<file path="src/rtl/te_pkg.sv">
// Shared types for the tearing-effect sync detector.
// Assumes: mode encoding is fixed by the host programming model.
package te_pkg;
    typedef enum logic [1:0] {
        TE_OFF    = 2'd0,
        TE_RSVD   = 2'd1,
        TE_LINE   = 2'd2,
        TE_VSYNC  = 2'd3
    } te_mode_e;

    // Frame threshold unit is 2**VS_UNIT_LOG2 ticks.
    localparam int VS_UNIT_LOG2 = 3;
endpackage

</file>
<file path="src/rtl/te_tick_gen.sv">
// Tick generator: pulses tick once every div_sel+1 clock cycles.
// Assumes: div_sel is held stable while en is high.
module te_tick_gen #(
    parameter int DIV_W = 3
) (
    input  logic             clk,
    input  logic             rst_n,
    input  logic             en,
    input  logic [DIV_W-1:0] div_sel,
    output logic             tick
);
    logic [DIV_W-1:0] phase;

    assign tick = (phase >= div_sel);

    // Free-running phase counter, wraps at div_sel.
    always_ff @(posedge clk) begin
        if (!rst_n || !en) begin
            phase <= '0;
        end else if (tick) begin
            phase <= '0;
        end else begin
            phase <= phase + 1'b1;
        end
    end
endmodule

</file>
<file path="src/rtl/te_width_meas.sv">
// Pulse width meter: counts ticks while level is high and, on the
// cycle the level drops, presents pulse_end with the final width.
// Assumes: level is already synchronised to clk; width saturates.
module te_width_meas #(
    parameter int CNT_W = 13
) (
    input  logic             clk,
    input  logic             rst_n,
    input  logic             en,
    input  logic             level,
    input  logic             tick,
    output logic             pulse_end,
    output logic [CNT_W-1:0] width
);
    localparam logic [CNT_W-1:0] CNT_MAX = {CNT_W{1'b1}};

    logic             level_q;
    logic [CNT_W-1:0] cnt;

    assign pulse_end = level_q && !level;
    assign width     = cnt;

    // Track previous level and accumulate ticks while active.
    always_ff @(posedge clk) begin
        if (!rst_n || !en) begin
            level_q <= 1'b0;
            cnt     <= '0;
        end else begin
            level_q <= level;
            if (!level) begin
                cnt <= '0;
            end else if (tick && (cnt != CNT_MAX)) begin
                cnt <= cnt + 1'b1;
            end
        end
    end
endmodule

</file>
<file path="src/rtl/te_line_match.sv">
// Classifier, line counter and match logic. Turns measured pulse
// ends into line/frame sync events, keeps the line count since the
// last frame sync, and raises an active-low one-cycle match.
// Assumes: vs_ticks > hs_ticks; frame sync wins if both end together.
module te_line_match #(
    parameter int LINE_W = 11,
    parameter int CNT_W  = 13
) (
    input  logic              clk,
    input  logic              rst_n,
    input  te_pkg::te_mode_e  mode,
    input  logic [LINE_W-1:0] target_line,
    input  logic [CNT_W-1:0]  hs_ticks,
    input  logic [CNT_W-1:0]  vs_ticks,
    input  logic              hs_end,
    input  logic [CNT_W-1:0]  hs_width,
    input  logic              vs_end,
    input  logic [CNT_W-1:0]  vs_width,
    output logic              hs_evt,
    output logic              vs_evt,
    output logic [LINE_W-1:0] line_cnt,
    output logic              match_n
);
    import te_pkg::*;

    localparam logic [LINE_W-1:0] LINE_MAX = {LINE_W{1'b1}};

    logic              en;
    logic              armed;
    logic              armed_nxt;
    logic [LINE_W-1:0] line_nxt;
    logic              hit;

    assign en = mode[1];

    // Classify pulse ends by width against both thresholds.
    always_comb begin
        vs_evt = en && vs_end && (vs_width >= vs_ticks);
        hs_evt = en && hs_end && (hs_width >= hs_ticks) &&
                 (hs_width < vs_ticks) && !vs_evt;
    end

    // Next line count and arming after this cycle's event.
    always_comb begin
        if (vs_evt) begin
            line_nxt = '0;
        end else if (hs_evt && (line_cnt != LINE_MAX)) begin
            line_nxt = line_cnt + 1'b1;
        end else begin
            line_nxt = line_cnt;
        end
        armed_nxt = vs_evt ? 1'b1 : armed;
    end

    // Decide whether the start condition of the current mode is met.
    always_comb begin
        unique case (mode)
            TE_VSYNC: hit = vs_evt;
            TE_LINE:  hit = (vs_evt || hs_evt) && armed_nxt &&
                            (line_nxt == target_line);
            default:  hit = 1'b0;
        endcase
    end

    // Register count, arming and strobe; disabled mode clears all.
    always_ff @(posedge clk) begin
        if (!rst_n || !en) begin
            line_cnt <= '0;
            armed    <= 1'b0;
            match_n  <= 1'b1;
        end else begin
            line_cnt <= line_nxt;
            armed    <= hit ? 1'b0 : armed_nxt;
            match_n  <= !hit;
        end
    end
endmodule

</file>
<file path="src/rtl/te_sync_detect.sv">
// Tearing-effect sync detector top. Synchronises the panel pin,
// measures pulse widths on two polarity-selectable channels (line
// and frame), and drives the active-low match strobe.
// Assumes: thresholds, divider and inverts change only while disabled.
module te_sync_detect #(
    parameter int LINE_W = 11,
    parameter int HS_W   = 3,
    parameter int VS_W   = 9,
    parameter int DIV_W  = 3
) (
    input  logic              clk,
    input  logic              rst_n,
    input  logic              te_in,
    input  logic [1:0]        mode,
    input  logic [LINE_W-1:0] target_line,
    input  logic [HS_W-1:0]   hs_thr,
    input  logic [VS_W-1:0]   vs_thr,
    input  logic              hs_inv,
    input  logic              vs_inv,
    input  logic [DIV_W-1:0]  clk_div,
    output logic              match_n
);
    import te_pkg::*;

    localparam int CNT_W  = VS_W + VS_UNIT_LOG2 + 1;
    localparam int N_CHAN = 2;   // channel 0: line, channel 1: frame

    te_mode_e          mode_e;
    logic              en;
    logic              te_meta;
    logic              te_s;
    logic              tick;
    logic [CNT_W-1:0]  hs_ticks;
    logic [CNT_W-1:0]  vs_ticks;
    logic [N_CHAN-1:0] chan_inv;
    logic [N_CHAN-1:0] chan_lvl;
    logic [N_CHAN-1:0] chan_end;
    logic [CNT_W-1:0]  chan_width [N_CHAN];
    logic              hs_evt;
    logic              vs_evt;
    logic [LINE_W-1:0] line_cnt;

    assign mode_e   = te_mode_e'(mode);
    assign en       = mode[1];
    assign hs_ticks = CNT_W'(hs_thr) + 1'b1;
    assign vs_ticks = (CNT_W'(vs_thr) + 1'b1) << VS_UNIT_LOG2;
    assign chan_inv = {vs_inv, hs_inv};

    // Two-stage synchroniser for the asynchronous panel pin.
    always_ff @(posedge clk) begin
        if (!rst_n) begin
            te_meta <= 1'b0;
            te_s    <= 1'b0;
        end else begin
            te_meta <= te_in;
            te_s    <= te_meta;
        end
    end

    te_tick_gen #(.DIV_W(DIV_W)) u_tick (
        .clk     (clk),
        .rst_n   (rst_n),
        .en      (en),
        .div_sel (clk_div),
        .tick    (tick)
    );

    for (genvar g = 0; g < N_CHAN; g++) begin : g_chan
        assign chan_lvl[g] = te_s ^ chan_inv[g];

        te_width_meas #(.CNT_W(CNT_W)) u_meas (
            .clk       (clk),
            .rst_n     (rst_n),
            .en        (en),
            .level     (chan_lvl[g]),
            .tick      (tick),
            .pulse_end (chan_end[g]),
            .width     (chan_width[g])
        );
    end

    te_line_match #(.LINE_W(LINE_W), .CNT_W(CNT_W)) u_match (
        .clk         (clk),
        .rst_n       (rst_n),
        .mode        (mode_e),
        .target_line (target_line),
        .hs_ticks    (hs_ticks),
        .vs_ticks    (vs_ticks),
        .hs_end      (chan_end[0]),
        .hs_width    (chan_width[0]),
        .vs_end      (chan_end[1]),
        .vs_width    (chan_width[1]),
        .hs_evt      (hs_evt),
        .vs_evt      (vs_evt),
        .line_cnt    (line_cnt),
        .match_n     (match_n)
    );
endmodule

</file>
<file path="config.mk">
export PLATFORM = sky130hd
export DESIGN_NAME = te_sync_detect
export DESIGN_NICKNAME = d
export VERILOG_FILES = /design/src/rtl/te_pkg.sv /design/src/rtl/te_tick_gen.sv /design/src/rtl/te_width_meas.sv /design/src/rtl/te_line_match.sv /design/src/rtl/te_sync_detect.sv
export SDC_FILE = /design/constraint.sdc
export NUM_CORES = 1
export LEC_CHECK = 0
export BUFFER_PORTS_ARGS = -buffer_cell sky130_fd_sc_hd__buf_4
export CAP_MARGIN = 20
export CORE_MARGIN = 2
export CORE_UTILIZATION = 50
export DETAILED_ROUTE_END_ITERATION = 8
export GPL_ROUTABILITY_DRIVEN = 0
export GPL_TIMING_DRIVEN = 0
export PLACE_DENSITY = 0.69
export SYNTH_ARGS = -nofsm -noshare
export SYNTH_HDL_FRONTEND = slang
export SYNTH_HIERARCHICAL = 1
export SYNTH_SLANG_ARGS = --single-unit
export TNS_END_PERCENT = 5
</file>
<file path="constraint.sdc">
create_clock -name clk -period 6 [get_ports clk]
set_clock_uncertainty 0.05 [all_clocks]
set_input_delay 0.6 -clock clk [delete_from_list [all_inputs] [get_ports clk]]
set_output_delay 0.6 -clock clk [all_outputs]
set_load 0.01 [all_outputs]
</file>
# Word-level counts from Yosys, hierarchy flattened
# Cells that the tools add are included.
# op_classes
order_cmp	4
muxes	4
reduce_logical	25
add_sub_neg	6
n_eq_ne	6
bitwise	4
# op_table
op	count
$add 13x1->13 const B	2
$ne 13x13->1 const B	2
$mux 11	2
$ge 13x13->1	1
$ge 13x4->1	1
$logic_and 1x1->1	13
$lt 13x13->1	1
$add 11x1->11 const B	1
$eq 11x11->1	1
$ne 11x11->1 const B	1
$add 9x1->10 const B	1
$reduce_or 2->1	4
$logic_not 1->1	6
$add 3x1->4 const B	1
$eq 2x2->1 const B	2
$add 3x1->3 const B	1
$ge 3x3->1	1
$logic_or 1x1->1	2
$not 1->1	2
$pmux 1 s2	1
$xor 1x1->1	2
$mux 1	1
# totals
elab_cells	59
register_bits	46

# Logic depth before layout (Yosys ltp)
# depth
ltp_word	14
mapped_depth	17

# Hierarchy
# Netlist, hierarchy kept.
# modules_own_cells
mod	area_per_inst_um2	n_inst	cells_per_inst	seq_area_each_um2
te_line_match	2090.8	1	274	260.2
te_width_meas	704.4	2	81	280.3
te_sync_detect	256.5	1	34	40.0
te_tick_gen	197.7	1	20	60.1

# Worst setup path after synthesis
# Ideal clock, no wire load.
# synth_path
path_type	in2reg
start	input port vs_thr[0]
end	register u_match.match_n
arrival_ns	3.491
path_stages	16
setup_ns	0.122
required_time_ns	5.828
path_slack_ns	2.337
path_buffers	0
cell_sequence	ha_1 > nand4_1 > nor2_1 > xnor2_1 > inv_1 > ha_1 > and4_1 > o211a_1 > a22oi_4 > nand3_2 > nor4_4 > xnor2_1 > or4_1 > o311ai_1 > a31oi_1 > nand3b_1
# synth_between
elab_chain_len	12
elab_cells_between_ends	17
# synth_rtl
item	line	rtl
start, declared	te_sync_detect.sv:17	input logic [VS_W-1:0] vs_thr,
$add 9x1->10 (*)	te_sync_detect.sv:46	assign vs_ticks = (CNT_W'(vs_thr) + 1'b1) << VS_UNIT_LOG2;
named net vs_ticks[11]	te_sync_detect.sv:34	logic [CNT_W-1:0] vs_ticks;
$ge 13x13->1	te_line_match.sv:38	vs_evt = en && vs_end && (vs_width >= vs_ticks);
$logic_and 1x1->1	te_line_match.sv:38	
$logic_not 1->1	te_line_match.sv:40	(hs_width < vs_ticks) && !vs_evt;
$logic_and 1x1->1	te_line_match.sv:40	
$logic_and 1x1->1	te_line_match.sv:47	end else if (hs_evt && (line_cnt != LINE_MAX)) begin
$mux 11	te_line_match.sv:47	
$mux 11	te_line_match.sv:45	if (vs_evt) begin
$eq 11x11->1	te_line_match.sv:60	(line_nxt == target_line);
$logic_and 1x1->1	te_line_match.sv:59	TE_LINE: hit = (vs_evt || hs_evt) && armed_nxt &&
$pmux 1 s2 (*)	te_line_match.sv:57	unique case (mode)
$logic_not 1->1 (*)	te_line_match.sv:74	match_n <= !hit;
end signal, assigned	te_line_match.sv:74	
end, declared	te_line_match.sv:22	output logic match_n
# Mark *: on every way through the listed nets, which the timed path passes. The rest lies on a longest branch.
# A chain may end at the register's enable or synchronous reset.

# Worst setup path in the final report
# Same ends and word-level chain as after synthesis.

==> metrics.md <==
| Metric | Value |
|---|---|
| Status | `complete, no violations` |
| Post-synth EDFFs | `0` |
| Setup slack, reg-to-reg | `2.39 ns` |
| Clk pwr share | `38.2%` |
| Reg power frac | `47.7%` |
| R2R Path End | `u_match/match_n` |
| # DRC | `0` |
| Die Height | `92.9 microns` |
| Worst Setup SP | `vs_thr[0]` |
| Layout cells sized above 1 | `13.6%` |
| Async SR Flop Fraction | `0%` |
| Hold buffers post-CTS | `0` |
| Ys Warns | `6` |
| Final Setup Violations | `0` |
| CTS tree | `yes` |
| Most frequent cells in the layout | `48 x inv_1, 47 x ha_1, 46 x dfxtp_1` |
| CTS Buf Count | `5` |
| Area grow syn2layout | `13.6%` |
| Routed WL | `9430 microns` |
| Ranking of synthesized cells by area | `dfxtp_1 23%, ha_1 15%, inv_1 4.6%` |
| Max_slew headroom | `60.3%` |
| Worst Path Max Fanout | `9` |
| P_int | `475 uW` |
| Final Cycle Share | `66.5%` |
| 1st-pass router iterations | `4` |
| Initial antenna violation count | `0` |
| Final core utilization | `58.4%` |
| CTS max path bufs | `2` |
| Leak | `0.00185 uW` |
| Sw Pwr | `172 uW` |
| Routed WL per cell | `14.6 microns` |
| CTS H-tree depth | `2` |
| Synth Area per Inst | `8.07 sq um` |
| Sequential fraction of the synthesis area | `23.3%` |
| Arrival @ worst endpoint | `4.14 ns` |
| Synth top area share | `23.3%` |
| Synth cell types | `68` |
| Synth Flop Type | `dfxtp_1` |
| Clk root buf | `clkbuf_8` |
| Core region area | `7690 sq um` |
| Via count | `3758` |
| Total global routing overflow | `0` |
| Cells on Worst Hold Path | `1` |
| FILL cells | `727` |
| R2r startpoint | `g_chan[0].u_meas/width[2]` |
| Number of global-route vias before repair | `3476` |
| Largest net degree at the start of global routing | `17` |
| Minimum clock period | `3.99 ns` |
| Clock-pin slew on the worst setup and hold paths | `0.10 ns` |
| Register bit count reported by yosys | `46` |
| Remaining antenna violation count after routing | `0` |
| Post-synth top area cell | `dfxtp_1` |
| DP HPWL | `7390 microns` |
| Pwr Density | `144 nW/um^2` |
| Commonest non-fill, non-tap cell in the layout | `inv_1` |
| Nets | `622` |
| Maxcap violations | `0` |
| RSZ-0062 raised after global routing | `no` |
| Worst Tran Pin Value | `0.581 ns` |
| Synthesized area | `3950 sq um` |
| Hold Path Class | `flop to flop` |
| First-pass GRT wire length | `16300 microns` |
| CP Launch Type | `input pin` |
| Worst path required time | `6.15 ns` |
| Reg area | `921 sq um` |
| Setup_tns | `0 ns` |
| Pins Over Slew Limit | `0` |
| Mapped Cells | `490` |
| Maximum vdd drop | `0.0731 mV` |
| Chip Width | `92.9 microns` |
| Initial Util | `51.4%` |
| DR vias/cell | `5.83` |
| Combinational Power Share | `14.1%` |
| Row Count | `32` |
| Switching share of power | `26.6%` |
| Die ar. | `8640 sq um` |
| Clock Sinks | `46` |
| Worst skew pair latency | `0.30 ns` |
| # diodes | `0` |
| All-Layer GR Usage | `22.9%` |
| Area of the multi-input gates | `2850 sq um` |
| Hold Vio Cnt, Final | `0` |
| IO Pins | `34` |
| FF-to-FF path depth | `13` |
| Post-CTS Setup Bufs | `0` |
| 1st-iter DRT viols | `175` |
| Post-CTS Resized | `0` |
| CP endpoint | `u_match/match_n` |
| Critical path class | `input pin to flop` |
| Fmax | `251 MHz` |
| PortBufs | `33` |
| Crit path capture type | `flop` |
| Power Total | `647 uW` |
[critical path: stages]
cell,delay [ns]
buf_4,0.10
ha_1,0.20
nand4_1,0.13
nor2_1,0.14
xnor2_1,0.13
inv_1,0.09
ha_1,0.30
o21ai_0,0.14
nor2_1,0.09
a211oi_4,0.46
nand3_2,0.25
nor4_4,0.28
xnor2_1,0.16
or4_1,0.54
o311ai_1,0.14
a31oi_1,0.19
nand3b_1,0.18
[power groups by stage]
| stage | clock [uW] | sequential, uW | combinational, uW |
|---|---|---|---|
| floorplan | 0 | 316 | 53.8 |
| global placement | 0 | 316 | 87.0 |
| detailed placement | 0 | 316 | 90.8 |
| CTS | 257 | 309 | 91.1 |
| global route | 267 | 310 | 103 |
| finish | 247 | 309 | 91.3 |
[metrics by stage]
stage / cells / worst slack [ns] / hold slack (ns) / instance area (sq um)
final: 645 / 2.01 / 0.405 / 4490
after global routing: 645 / 1.62 / 0.427 / 4490
after CTS: 645 / 2.04 / 0.420 / 4490
after detailed placement: 637 / 1.71 / 0.378 / 4370
after global placement: 637 / 1.76 / 0.370 / 4370
after floorplan: 502 / 2.34 / 0.362 / 4000
[cells in the mapped netlist, types with 8 or more instances]
| cell type | number |
|---|---|
| dfxtp_1 | 46 |
| ha_1 | 47 |
| nand4_1 | 14 |
| o21a_1 | 8 |
| nor3_1 | 16 |
| o21ai_0 | 21 |
| xor2_1 | 11 |
| xnor2_1 | 11 |
| a31oi_1 | 15 |
| inv_1 | 48 |
| nand3_1 | 22 |
| nor2_1 | 35 |
| nand2_1 | 38 |
| a21oi_1 | 27 |
[routing by layer]
metal / share of wire (%) / routed length [microns] / up-vias / global-route usage, %
li1: - / - / 1907 / -
met1: 48 / 4480 / 1761 / 32.0
met2: 48 / 4480 / 81 / 37.3
met3: 4.1 / 382 / 9 / 3.34
met4: 0.91 / 86 / 0 / 5.15
met5: 0 / 0 / - / 0
[flip-flops by register name, indices dropped and copies added (netlist names)]
signal	count
g_chan.u_meas/level_q	2
g_chan.u_meas/width	26
te_meta	1
te_s	1
u_match/armed	1
u_match/line_cnt	11
u_match/match_n	1
u_tick/phase	3
[layout make-up]
class	instances	area share, %
Tap cell	102	2.84
Sequential cell	46	20.5
Multi-Input combinational cell	401	63.5
Clock inverter	3	1.09
Buffer	7	1.03
Clock buffer	5	1.53
Inverter	48	4.01
Timing Repair Buffer	33	5.52
[logic make-up (layout without fill, tap and decap cells)]
kind of cell / count (synthesis) / after routing / synth area share, %
and+or+nand+nor: 196 / 196 / 28.7
AOI/OAI and AO/OA: 122 / 122 / 22.2
buffers and inverters: 55 / 96 / 5.73
adders and majority gates: 47 / 47 / 14.9
DFF: 46 / 46 / 23.3
xor gates and xnor gates: 22 / 22 / 4.87
other: 1 / 13 / 0.0948
muxes: 1 / 1 / 0.253
[worst min path at each step]
stage | slack, ns | to | startpoint
global placement | 0.37 | te_s | te_meta
global route | 0.43 | te_s | te_meta
CTS | 0.42 | te_s | te_meta
floorplan | 0.36 | te_s | te_meta
finish | 0.41 | te_s | te_meta
detailed placement | 0.38 | te_s | te_meta
(Power assumes the default switching activity.)
